### src/rtl/tmr_pkg.sv
package tmr_pkg;

    localparam int unsigned CNT_W  = 16;
    localparam int unsigned DATA_W = 8;
    localparam int unsigned ADDR_W = 3;
    localparam int unsigned NFLAG  = 3;

    localparam int unsigned F_CMP = 0;
    localparam int unsigned F_CAP = 1;
    localparam int unsigned F_OVF = 2;

    typedef enum logic [ADDR_W-1:0] {
        RA_CNT_HI = 3'd0,
        RA_CNT_LO = 3'd1,
        RA_CAP_HI = 3'd2,
        RA_CAP_LO = 3'd3,
        RA_CMP_HI = 3'd4,
        RA_CMP_LO = 3'd5,
        RA_CTRL   = 3'd6,
        RA_FLAGS  = 3'd7
    } reg_addr_e;

    typedef struct packed {
        logic [NFLAG-1:0] ie;
        logic             cmp_lvl;
        logic             cap_rise;
    } ctrl_t;

    typedef struct packed {
        logic [CNT_W-1:0]  cnt;
        logic [CNT_W-1:0]  cap;
        logic [CNT_W-1:0]  cmp;
        logic [DATA_W-1:0] lo_buf;
        ctrl_t             ctrl;
        logic [NFLAG-1:0]  flags;
        logic              cmp_out;
    } tmr_state_t;

endpackage

### src/rtl/tmr_tick.sv
module tmr_tick #(
    parameter int unsigned DIV = 1
) (
    input  logic clk,
    input  logic rst,
    output logic tick
);
    localparam int unsigned PW = (DIV > 1) ? $clog2(DIV) : 1;
    localparam logic [PW-1:0] LAST = PW'(DIV - 1);

    logic [PW-1:0] pc_d, pc_q;

    always_comb begin
        pc_d = (pc_q == LAST) ? '0 : pc_q + 1'b1;
        tick = (pc_q == LAST);
    end

    always_ff @(posedge clk) begin
        if (rst) pc_q <= '0;
        else     pc_q <= pc_d;
    end
endmodule

### src/rtl/tmr_edge_det.sv
module tmr_edge_det #(
    parameter int unsigned SYNC_STAGES = 2
) (
    input  logic clk,
    input  logic rst,
    input  logic din,
    input  logic rise_sel,
    output logic hit
);
    logic [SYNC_STAGES-1:0] sync_q;
    logic                   prev_q;

    genvar i;
    generate
        for (i = 0; i < SYNC_STAGES; i++) begin : g_sync
            always_ff @(posedge clk) begin
                if (rst)
                    sync_q[i] <= 1'b0;
                else if (i == 0)
                    sync_q[i] <= din;
                else
                    sync_q[i] <= sync_q[(i == 0) ? 0 : i-1];
            end
        end
    endgenerate

    always_ff @(posedge clk) begin
        if (rst) prev_q <= 1'b0;
        else     prev_q <= sync_q[SYNC_STAGES-1];
    end

    always_comb begin
        if (rise_sel) hit = sync_q[SYNC_STAGES-1] & ~prev_q;
        else          hit = ~sync_q[SYNC_STAGES-1] & prev_q;
    end
endmodule

### src/rtl/cap_cmp_timer.sv
module cap_cmp_timer
    import tmr_pkg::*;
#(
    parameter int unsigned DIV         = 1,
    parameter int unsigned SYNC_STAGES = 2
) (
    input  logic              clk,
    input  logic              rst,
    input  logic [ADDR_W-1:0] bus_addr,
    input  logic              bus_wr,
    input  logic              bus_rd,
    input  logic [DATA_W-1:0] bus_wdata,
    output logic [DATA_W-1:0] bus_rdata,
    input  logic              cap_in,
    output logic              cmp_out,
    output logic              irq
);
    localparam int unsigned CW = $bits(ctrl_t);

    tmr_state_t       s_d, s_q;
    logic             tick;
    logic             cap_hit;
    logic             match;
    logic             wrap;
    logic [CNT_W-1:0] cnt_inc;

    tmr_tick #(.DIV(DIV)) u_tick (
        .clk  (clk),
        .rst  (rst),
        .tick (tick)
    );

    tmr_edge_det #(.SYNC_STAGES(SYNC_STAGES)) u_edge (
        .clk      (clk),
        .rst      (rst),
        .din      (cap_in),
        .rise_sel (s_q.ctrl.cap_rise),
        .hit      (cap_hit)
    );

    always_comb begin
        s_d     = s_q;
        cnt_inc = s_q.cnt + 1'b1;
        match   = 1'b0;
        wrap    = 1'b0;

        if (tick) begin
            s_d.cnt = cnt_inc;
            match   = (cnt_inc == s_q.cmp);
            wrap    = (s_q.cnt == '1);
        end

        if (bus_rd && (bus_addr == RA_CNT_HI))
            s_d.lo_buf = s_q.cnt[DATA_W-1:0];

        if (bus_wr) begin
            case (reg_addr_e'(bus_addr))
                RA_CMP_HI: s_d.cmp[CNT_W-1 -: DATA_W] = bus_wdata;
                RA_CMP_LO: s_d.cmp[DATA_W-1:0]        = bus_wdata;
                RA_CTRL:   s_d.ctrl                   = ctrl_t'(bus_wdata[CW-1:0]);
                RA_FLAGS:  s_d.flags = s_q.flags & ~bus_wdata[NFLAG-1:0];
                default: ;
            endcase
        end

        if (cap_hit) begin
            s_d.cap          = s_q.cnt;
            s_d.flags[F_CAP] = 1'b1;
        end
        if (match) begin
            s_d.flags[F_CMP] = 1'b1;
            s_d.cmp_out      = s_q.ctrl.cmp_lvl;
        end
        if (wrap)
            s_d.flags[F_OVF] = 1'b1;
    end

    always_ff @(posedge clk) begin
        if (rst) begin
            s_q     <= '0;
            s_q.cmp <= '1;
        end else begin
            s_q <= s_d;
        end
    end

    always_comb begin
        case (reg_addr_e'(bus_addr))
            RA_CNT_HI: bus_rdata = s_q.cnt[CNT_W-1 -: DATA_W];
            RA_CNT_LO: bus_rdata = s_q.lo_buf;
            RA_CAP_HI: bus_rdata = s_q.cap[CNT_W-1 -: DATA_W];
            RA_CAP_LO: bus_rdata = s_q.cap[DATA_W-1:0];
            RA_CMP_HI: bus_rdata = s_q.cmp[CNT_W-1 -: DATA_W];
            RA_CMP_LO: bus_rdata = s_q.cmp[DATA_W-1:0];
            RA_CTRL:   bus_rdata = DATA_W'(s_q.ctrl);
            default:   bus_rdata = DATA_W'(s_q.flags);
        endcase
        cmp_out = s_q.cmp_out;
        irq     = |(s_q.flags & s_q.ctrl.ie);
    end
endmodule

### config.mk
export PLATFORM = sky130hd
export DESIGN_NAME = cap_cmp_timer
export DESIGN_NICKNAME = d
export VERILOG_FILES = /design/src/rtl/tmr_pkg.sv /design/src/rtl/tmr_tick.sv /design/src/rtl/tmr_edge_det.sv /design/src/rtl/cap_cmp_timer.sv
export SDC_FILE = /design/constraint.sdc
export NUM_CORES = 1
export LEC_CHECK = 0
export BUFFER_PORTS_ARGS = -buffer_cell sky130_fd_sc_hd__buf_2
export CORE_ASPECT_RATIO = 0.6
export CORE_MARGIN = 8
export CORE_UTILIZATION = 50
export DETAILED_ROUTE_END_ITERATION = 8
export PLACE_DENSITY = 0.68
export SYNTH_ARGS = -nofsm -noshare
export SYNTH_HDL_FRONTEND = slang
export SYNTH_SLANG_ARGS = --single-unit
### constraint.sdc
create_clock -name clk -period 5.8 [get_ports clk]
set_input_delay 0.58 -clock clk [delete_from_list [all_inputs] [get_ports clk]]
set_output_delay 0.58 -clock clk [all_outputs]
set_load 0.1 [all_outputs]
Word level (Yosys, flattened, before mapping)
Index checks and enable logic that the tools add are counted.
W data, S select, Z words.
{"block": "totals", "register_bits": 69, "in_bits": 16, "output_inout_bits": 10, "elab_cells": 60}
{"block": "op_classes", "add_sub_neg": 2, "eq_ne": 9, "n_mux": 9, "n_bitwise": 8, "n_reduce_logical": 16}
{"operator": "$pmux W8 S7", "n": 1}
{"operator": "$add A16 B1 Y16 const B", "n": 1}
{"operator": "$eq A16 B16 Y1", "n": 1}
{"operator": "$eq A16 B16 Y1 const B", "n": 1}
{"operator": "$eq A3 B3 Y1 const B", "n": 4}
{"operator": "$reduce_and A2 Y1", "n": 6}
{"operator": "$reduce_bool A2 Y1", "n": 6}
{"operator": "$and A3 B3 Y3", "n": 2}
{"operator": "$eq A3 B2 Y1 const B", "n": 2}
{"operator": "$mux W3", "n": 2}
{"operator": "$mux W1", "n": 5}
{"operator": "$eq A3 B1 Y1 const B", "n": 1}
{"operator": "$logic_not A3 Y1", "n": 1}
{"operator": "$not A1 Y1", "n": 3}
{"operator": "$not A3 Y3", "n": 1}
{"operator": "$reduce_or A3 Y1", "n": 1}
{"operator": "$and A1 B1 Y1", "n": 2}
{"operator": "$mux W2", "n": 1}
{"operator": "$reduce_or A2 Y1", "n": 1}
{"operator": "$add A1 B1 Y1 const B", "n": 1}
{"operator": "$logic_and A1 B1 Y1", "n": 1}

Depth between registers and ports, before layout
Gate-level depths: netlist (run 1).
{"block": "depth", "word_depth": 5, "depth_mapped": 7}

Modules after synthesis
From an unflattened synthesis (run 1), not the netlist that was laid out.
{"block": "unflattened", "hier_cells": 410, "hier_area_um2": 3578.4}
{"module": "cap_cmp_timer", "n_inst": 1, "cells_per_inst": 398, "area_each_um2": 3449.6}
{"module": "tmr_edge_det", "n_inst": 1, "cells_per_inst": 9, "area_each_um2": 101.3}
{"module": "tmr_tick", "n_inst": 1, "cells_per_inst": 3, "area_each_um2": 27.5}

Worst setup path after synthesis (run 1)
Ideal clock, no wire load.
{"block": "synth_path", "kind": "in2out", "from": "input bus_addr[2]", "to": "output bus_rdata[5]", "arrival_ns": 3.272, "t_required_ns": 5.220, "setup_slack_ns": 1.948, "path_stages": 4, "n_path_buf": 1, "path_cell_list": "buf_1 > nor2b_1 > a22oi_1 > o21ai_0"}
{"block": "synth_between", "elab_chain_cells": 2}
{"element": "start, declared", "line_no": "cap_cmp_timer.sv:9", "source": "input logic [ADDR_W-1:0] bus_addr,"}
{"element": "$eq A3 B3 Y1, or another cell as far along", "line_no": "cap_cmp_timer.sv:88", "source": "case (reg_addr_e'(bus_addr))"}
{"element": "$pmux W8 S7 (*)", "line_no": "cap_cmp_timer.sv:88"}
{"element": "end, declared", "line_no": "cap_cmp_timer.sv:13", "source": "output logic [DATA_W-1:0] bus_rdata,"}
Every way passes the cells marked *; elsewhere a longest branch is shown, timed or not.

Worst setup path in the final report (run 1)
{"block": "layout_path", "from": "input bus_addr[1]", "to": "output bus_rdata[0]"}
The elaborated chain is that of the path after synthesis.

==> impl.org, run 1 <==
** CTS
- CTS resizes :: 0
- TritonCTS buffer count :: 9
- Post-CTS setup-driven buffer insertion count :: 0
- Clock Latency Late Sink :: between 0.3 and 0.4 ns
- TritonCTS built the clock tree.
- Post-CTS Hold Fix Bufs :: 0
- Htree depth :: 3
- CTS placed an instance of sky130_fd_sc_hd__clkbuf_16 at the clock tree root.
- CTS clk-pin slew, worst paths :: ~0.06 ns
- Maximum clock path buffer count :: 2
- CTS saw 69 sinks.

** Detailed routing
- Routed wl met3 :: ~620 microns
- Vias :: roughly 2900
- Uppermost signal routing layer after detailed routing :: met4
- Average via count per standard cell :: roughly 5.7
- For this block, wires on met1 add up to 5020 microns.
- Wirelength per Cell :: roughly 19 microns
- Once detail routing completed, the nets flagged for antenna violations numbered 0.
- Routed length on met2 :: 3920 microns
- Total Routed Length :: around 9700 microns
- After the first detailed-routing iteration, the DRC count stood at around 270.
- The first detailed-routing pass took 5 iterations.
- For this run, design rule violations remaining after detail routing come to 0.

** Die
- The floorplan step defined a die boundary enclosing ~0.010 sq mm.
- Pin placement for this block handled 26 I/O pins.
- Row generation in the floorplan step produced 24 rows.
- The die is 127 microns wide.
- Starting density of the core :: about half
- From bottom edge to top edge, the die measures about 82 microns.
- Area of the core :: 0.00721 sq mm

** Placed design
- The wire-length estimate of the detail-placed layout is 6970 microns.
- After detailed placement, the design holds a cell count of around 500.
- DP Area :: 0.00371 sq mm
- Routability congestion estimate :: 0.900
- Number of buffers added on ports :: 25

** Run status
- The run finished with clean final reports.

** STA
- After layout, the minimum clock period comes to 2.97 ns.
- Summed over all failing endpoints, the final setup total negative slack is 0 ns.
- Final hold violation count :: 0
- Setup repair after global routing left no endpoint under its margin.
- In this run the tightest slew margin relative to its limit is 20.6%.
- Transition time of the tightest slew-check pin :: around 1.2 ns
- Setup Skew :: around 0.0054 ns
- Setup violations remaining at the end of the flow were counted as 0.
- Timing would allow up to about 340 MHz.
- Number of slew-limit violations in the final report :: 0
- Crit share post-route :: between 50% and 60%

** Power and ir drop
- Internal power :: 895 uW
- Post-layout power :: 1.21 mW
- In this run the power density over the cells is 299 mW/mm^2.
- Sequential Power Share :: around 41%
- Summed over all cells, the static leakage comes to 1.60 nW.
- The clock network burns about half of the power.
- Switch Pwr :: approximately 310 uW
- Proportion of total power due to net switching :: 25.8%
- Combinational power share :: a little under a tenth
- VDD sags by at most 0.200 mV.

** Yosys
- Number of cells produced by synthesis :: 412
- Average cell area after synthesis :: around 9 sq um
- Yosys reg bits :: 69
- Of all flip-flops after synthesis, the portion carrying an async set or reset was 0%.
- Post-synthesis net count :: between 400 and 500
- Register area share after synthesis :: 37.5%
- The synthesized netlist occupies a cell area of 0.00368 sq mm.
- Yosys mapped the design onto 52 distinct sky130hd cell types.
- Yosys warns :: 0
- Among all flip-flop cells after synthesis, the most frequent one is sky130_fd_sc_hd__dfxtp_1.
- Number of enable-type register cells in the synthesized netlist :: 0

** Global route
- Largest net degree at the start of global routing :: roughly 70
- Across every metal layer, demand over resource in global routing totals 19.6%.
- Global-route wire length before repair :: around 15000 microns
- The via count of the first global-routing pass is approximately 2600.
- Initial antenna violation count :: 0
- Global routing finished with a remaining overflow of 0.

** Layout
- Final cell count without fillers :: roughly 500
- Share of layout cells above drive strength 1 :: between 15 and 20%
- The library cell used most frequently in the layout, excluding fill and tap cells, is sky130_fd_sc_hd__dfxtp_1.
- The net count of the finished layout is about 430.
- Area growth syn-to-layout :: 9.52%
- Fin area :: between 0.004 and 0.005 sq mm
- The repair_antennas step left the layout with diodes totalling 0.
- Most frequent cells in the layout :: sky130_fd_sc_hd__dfxtp_1, sky130_fd_sc_hd__nor2_1, sky130_fd_sc_hd__nand2_1

** Critical path
- Maximum net fanout on the critical path :: 16
- The cell family contributing the most delay on the critical path is buffers and inverters.
- The critical path contains buffers and inverters numbering 3 combined.
- For the worst setup path, the data required time is between 5 and 6 ns.
- STA classifies the critical path endpoint as an output pin.
- Walking the worst path, the cells encountered are buf_2, clkinv_1, nor2_1, a221oi_1, a31oi_1, a21oi_1, nor2_1, buf_2.
- The largest single stage delay on the critical path is around 0.43 ns.
- Element type at the critical path start :: input port
- For the worst setup path, the data arrival time is 2.39 ns.
- The critical path is of the in -> out type.
- The slowest stage of the critical path belongs to the cell sky130_fd_sc_hd__buf_2.

** Run
- Max-cap violations in this run came to 0.

** Min path
- The worst hold path belongs to the class reg -> reg.
cell families after synthesis:
family,count (synthesis),share of synthesized area [%]
DFF,69,37.5
other,1,0.102
AOI/OAI and AO/OA,58,12.1
and+or+nand+nor,174,24.0
buffers and inverters,36,6.29
adders and majority gates,1,0.340
muxes,34,10.4
xor gates and xnor gates,39,9.28
Yosys cell counts (9+ instances only):
library cell | instances | area, sq um
sky130_fd_sc_hd__dfxtp_1 | 69 | 1380
sky130_fd_sc_hd__nor2_1 | 52 | 195
sky130_fd_sc_hd__nand2_1 | 49 | 184
sky130_fd_sc_hd__mux2i_1 | 27 | 270
sky130_fd_sc_hd__xnor2_1 | 27 | 236
sky130_fd_sc_hd__a21oi_1 | 20 | 100
sky130_fd_sc_hd__nor2b_1 | 16 | 100
sky130_fd_sc_hd__nand3_1 | 15 | 75.1
sky130_fd_sc_hd__clkbuf_1 | 13 | 48.8
sky130_fd_sc_hd__xor2_1 | 12 | 105
sky130_fd_sc_hd__buf_6 | 9 | 101
sky130_fd_sc_hd__nand3b_1 | 9 | 67.6
sky130_fd_sc_hd__nor3_1 | 9 | 45.0
stage by stage:
stage               setup WS, ns  hold slack [ns]  utilization (%)
floorplan                   1.95            0.414                -
global placement            2.90            0.419             51.4
detailed placement          2.85            0.433             51.4
CTS                         2.86            0.447             55.9
global route                2.66            0.460             55.9
finish                      2.83            0.450             55.9
registers in the layout (all words and copies together), names as in the netlist:
name and count:
u_edge.sync_q 2, u_tick.pc_q 1, s_q 64, u_edge.prev_q 1, cmp_out 1
routing by layer:
layer	vias to the layer above	global-route usage [%]
li1	1427	-
met1	1406	28.7
met4	0	7.67
met2	93	26.2
met5	-	0
met3	12	5.45
final cells by class:
type                    count  area (sq um)
clock buffers               9           225
clock inverters             7          98.8
fillers                   657          3180
inverters                   3          11.3
multi-input cells         307          2070
flip-flops and latches     69          1380
well taps                  91           114
repair buffers             26           133
worst paths after layout:
path	startpoint	end	slack (ns)	cells past startpoint
max reg2reg	s_q[49]$_SDFFE_PP0N_	cmp_out$_SDFFE_PP0P_	3.45	7
max	bus_addr[1]	bus_rdata[0]	2.83	8
min reg2reg	u_edge.sync_q[0]$_SDFF_PP0_	u_edge.sync_q[1]$_SDFF_PP0_	0.45	1
min	u_edge.sync_q[0]$_SDFF_PP0_	u_edge.sync_q[1]$_SDFF_PP0_	0.45	1
power groups by stage:
stage / Sequential (mW) / Combinational (mW) / Clock (mW)
floorplan: 0.498 / 0.0986 / 0
global route: 0.496 / 0.125 / 0.622
finish: 0.495 / 0.116 / 0.595
detailed placement: 0.505 / 0.115 / 0
CTS: 0.495 / 0.116 / 0.600
global placement: 0.505 / 0.114 / 0
Note: power is estimated with default switching activity, not from simulation.
==> run 2: changes to the inputs <==
clock period = 3 ns   (was 5.8 ns; I/O delays follow)
==> impl.org, run 2 (synthesized netlist as in run 1, its figures left out) <==
** STA
- The final-report hold violation count is 0 (unchanged).
- The pin slew with the least headroom to its limit is 1.20 ns (was 1.19 ns).
- Based on the critical path, the design can be clocked at up to roughly 400 MHz.
- Final setup viols :: 0 (unchanged)
- Time the final worst path needs with I/O delays and setup :: 2.48 ns
- The final total negative setup slack was 0 ns (unchanged).
- Unrepaired setup endpoints after global routing: false (unchanged).
- The final-report max-slew violation count was 0 (unchanged).
- Max_slew headroom :: 20.0% (was 20.6%)
- Setup Skew :: 0.00571 ns (was 0.00544 ns)
- The final critical path takes up between 80% and 90% of the cycle.

** Run status
- Status :: completed (unchanged)

** Global route
- GRT Residual Overflow :: 0 (unchanged)
- Vias in the first global route :: 2794 (was 2610)
- Overall routing resource usage :: 19.9% (was 19.6%)
- Global-route wire length before repair :: 15600 microns (was 15100 microns)
- Initial antenna violation count :: 0 (unchanged)
- The maximum number of pins on one net before global-route repair was 69 (unchanged).

** Critical path
- The worst path arrival time was 2.18 ns (was 2.39 ns).
- The endpoint of the most critical register-to-register path is cmp_out$_SDFFE_PP0P_ (unchanged).
- Register-to-register setup slack :: 0.60 ns (was 3.45 ns)
- The startpoint of the worst-slack reg-to-reg timing path is s_q[49]$_SDFFE_PP0N_ (unchanged).
- The type of the worst setup path was in -> out (unchanged).
- Critical path capture point type :: output pin (unchanged)
- The startpoint of the worst setup timing path is bus_addr[1] (unchanged).
- The peak fanout along the critical path was 16 (unchanged).
- The destination of the critical timing path was bus_rdata[0] (unchanged).
- The required time reported for the critical path endpoint is 2.70 ns (was 5.22 ns).
- The count of cells along the worst register-to-register path came to 7 (unchanged).
- The kind of start point of the critical path is an input port (unchanged).

** Min path
- The instance count along the most critical hold path came to 2 (was 1).
- The class of the tightest hold or removal check was in -> reg (was reg -> reg).

** Die
- The die outline width was 127 microns (unchanged).
- The die footprint came to 0.0105 sq mm (unchanged).
- Area of the core :: 0.00721 sq mm (unchanged)
- The top-level I/O count was 26 (unchanged).
- The number of core rows is 24 (unchanged).
- The height of the chip came to 82.5 microns (unchanged).
- Starting density of the core :: 51.1% (unchanged)

** Placed design
- Final HPWL DP :: 7210 microns (was 6970 microns)
- The number of port buffers came to 25 (unchanged).
- Routability congestion estimate :: 0.881 (was 0.900)

** Detailed routing
- Total Routed Length :: 9890 microns (was 9700 microns)
- Vias :: 3057 (was 2938)
- First-pass iteration count of the detailed router :: 5 (unchanged)
- The average vias per placed instance came to 5.96 (was 5.74).
- Wirelength per Cell :: 19.3 microns (was 18.9 microns)
- Initial DRC count :: 318 (was 267)
- The remaining antenna violation count was 0 (unchanged).
- The number of remaining DRC errors was 0 (unchanged).

** CTS
- The number of instances resized during post-cts repair is 0 (unchanged).
- Htree depth :: 3 (unchanged)
- TritonCTS buffer count :: 9 (unchanged)
- Number of sinks on the clock net :: 69 (unchanged)
- Post-CTS setup-driven buffer insertion count :: 0 (unchanged)
- Maximum clock path buffer count :: 2 (unchanged)
- Clock Latency Late Sink :: 0.34 ns (about the same)
- The master cell of the clock root buffer is sky130_fd_sc_hd__clkbuf_16 (unchanged).
- The TritonCTS clock tree was done (unchanged).
- The clock-pin slew reported for the worst setup and hold paths after clock tree synthesis is 0.06 ns (about the same).
- Post-CTS Hold Fix Bufs :: 0 (unchanged)

** Layout
- Register ranked first by flip-flop count :: s_q (unchanged)
- Largest registers ranked by flip-flop count: s_q x64, u_edge.sync_q x2 (unchanged).
- The fraction of final layout cells sized beyond drive strength 1 is 15.4% (was 15.2%).
- The number of fill cells is 681 (was 657).
- Most frequent cells in the layout: sky130_fd_sc_hd__dfxtp_1, sky130_fd_sc_hd__nor2_1, sky130_fd_sc_hd__nand2_1 (unchanged).
- The final net count came to 434 (was 433).
- Commonest non-fill, non-tap cell in the layout :: sky130_fd_sc_hd__dfxtp_1 (unchanged)
- Flip-flop count of the largest register, all copies and words added :: 64 (unchanged)
- The layout overhead on the synthesized area was 10.4% (was 9.52%).
- The final antenna diode count was 0 (unchanged).

** Power and ir drop
- Power density relative to cell area :: 593 mW/mm^2 (was 299 mW/mm^2)
- Internal power :: 1.81 mW (was 895 uW)
- The clock network power share came to 50.8% (was 49.3%).
- Sequential Power Share :: 39.8% (was 41.0%)
- Worst vdd ir :: 0.320 mV (was 0.200 mV)
- The fraction of power consumed by combinational cells came to 9.4% (was 9.6%).
- The switching part of the total was 24.6% (was 25.8%).
- Post-layout power :: 2.41 mW (was 1.21 mW)
- The leakage power came to 1.61 nW (was 1.60 nW).
- The switching power summed over all nets is 592 uW (was 311 uW).

** Run
- Max-cap viol count :: 0 (unchanged)
-- run 2: layout make-up --
class                      instances  area (sq um)  share of cell area (%)
clock buffer                       9           225                    5.55
clock inverter                     7           123                    3.02
inverter                           3          11.3                   0.277
multi-input combinational        307          2070                    50.9
sequential                        69          1380                    34.0
tap                               91           114                    2.80
timing repair buffer              27           140                    3.45
-- run 2: worst min-delay path by stage --
stage / start / end
finish: bus_wdata[7] / s_q[32]$_SDFFE_PP1P_
global route: bus_wdata[7] / s_q[32]$_SDFFE_PP1P_
CTS: bus_wdata[7] / s_q[32]$_SDFFE_PP1P_
detailed placement: u_edge.sync_q[0]$_SDFF_PP0_ / u_edge.sync_q[1]$_SDFF_PP0_
global placement: u_edge.sync_q[0]$_SDFF_PP0_ / u_edge.sync_q[1]$_SDFF_PP0_
floorplan: u_edge.sync_q[0]$_SDFF_PP0_ / u_edge.sync_q[1]$_SDFF_PP0_
-- run 2: per-layer routing --
layer	vias to the layer above	track usage, %	wire length, microns
li1	1431	-	-
met1	1487	29.3	4980
met2	124	27.2	3950
met3	15	5.19	806
met4	0	6.96	159
met5	-	0	0
-- run 2: critical path, cell delays in order --
cell                       delay, ns
sky130_fd_sc_hd__buf_2          0.27
sky130_fd_sc_hd__clkinv_1       0.30
sky130_fd_sc_hd__nor2_1         0.34
sky130_fd_sc_hd__a221oi_1       0.16
sky130_fd_sc_hd__a31oi_1        0.18
sky130_fd_sc_hd__a21oi_1        0.06
sky130_fd_sc_hd__nor2_1         0.12
sky130_fd_sc_hd__buf_2          0.43
-- run 2: power by group through the flow --
stage,combinational (mW),clock [mW],sequential [mW]
after floorplan,0.191,0,0.962
after global placement,0.223,0,0.976
after detailed placement,0.225,0,0.976
after CTS,0.226,1.24,0.956
after global routing,0.243,1.29,0.959
final,0.227,1.22,0.957
-- run 2: per-stage QoR --
stage	instance area [sq um]	std cells	hold WS [ns]	util, %	setup slack (ns)
2_1_floorplan	3680	412	0.414	-	0.0632
3_3_place_gp	3710	497	0.419	51.5	0.649
3_5_place_dp	3710	497	0.432	51.5	0.543
4_1_cts	4060	513	0.168	56.4	0.540
5_1_grt	4060	513	0.174	56.4	0.335
6_report	4060	513	0.180	56.4	0.516
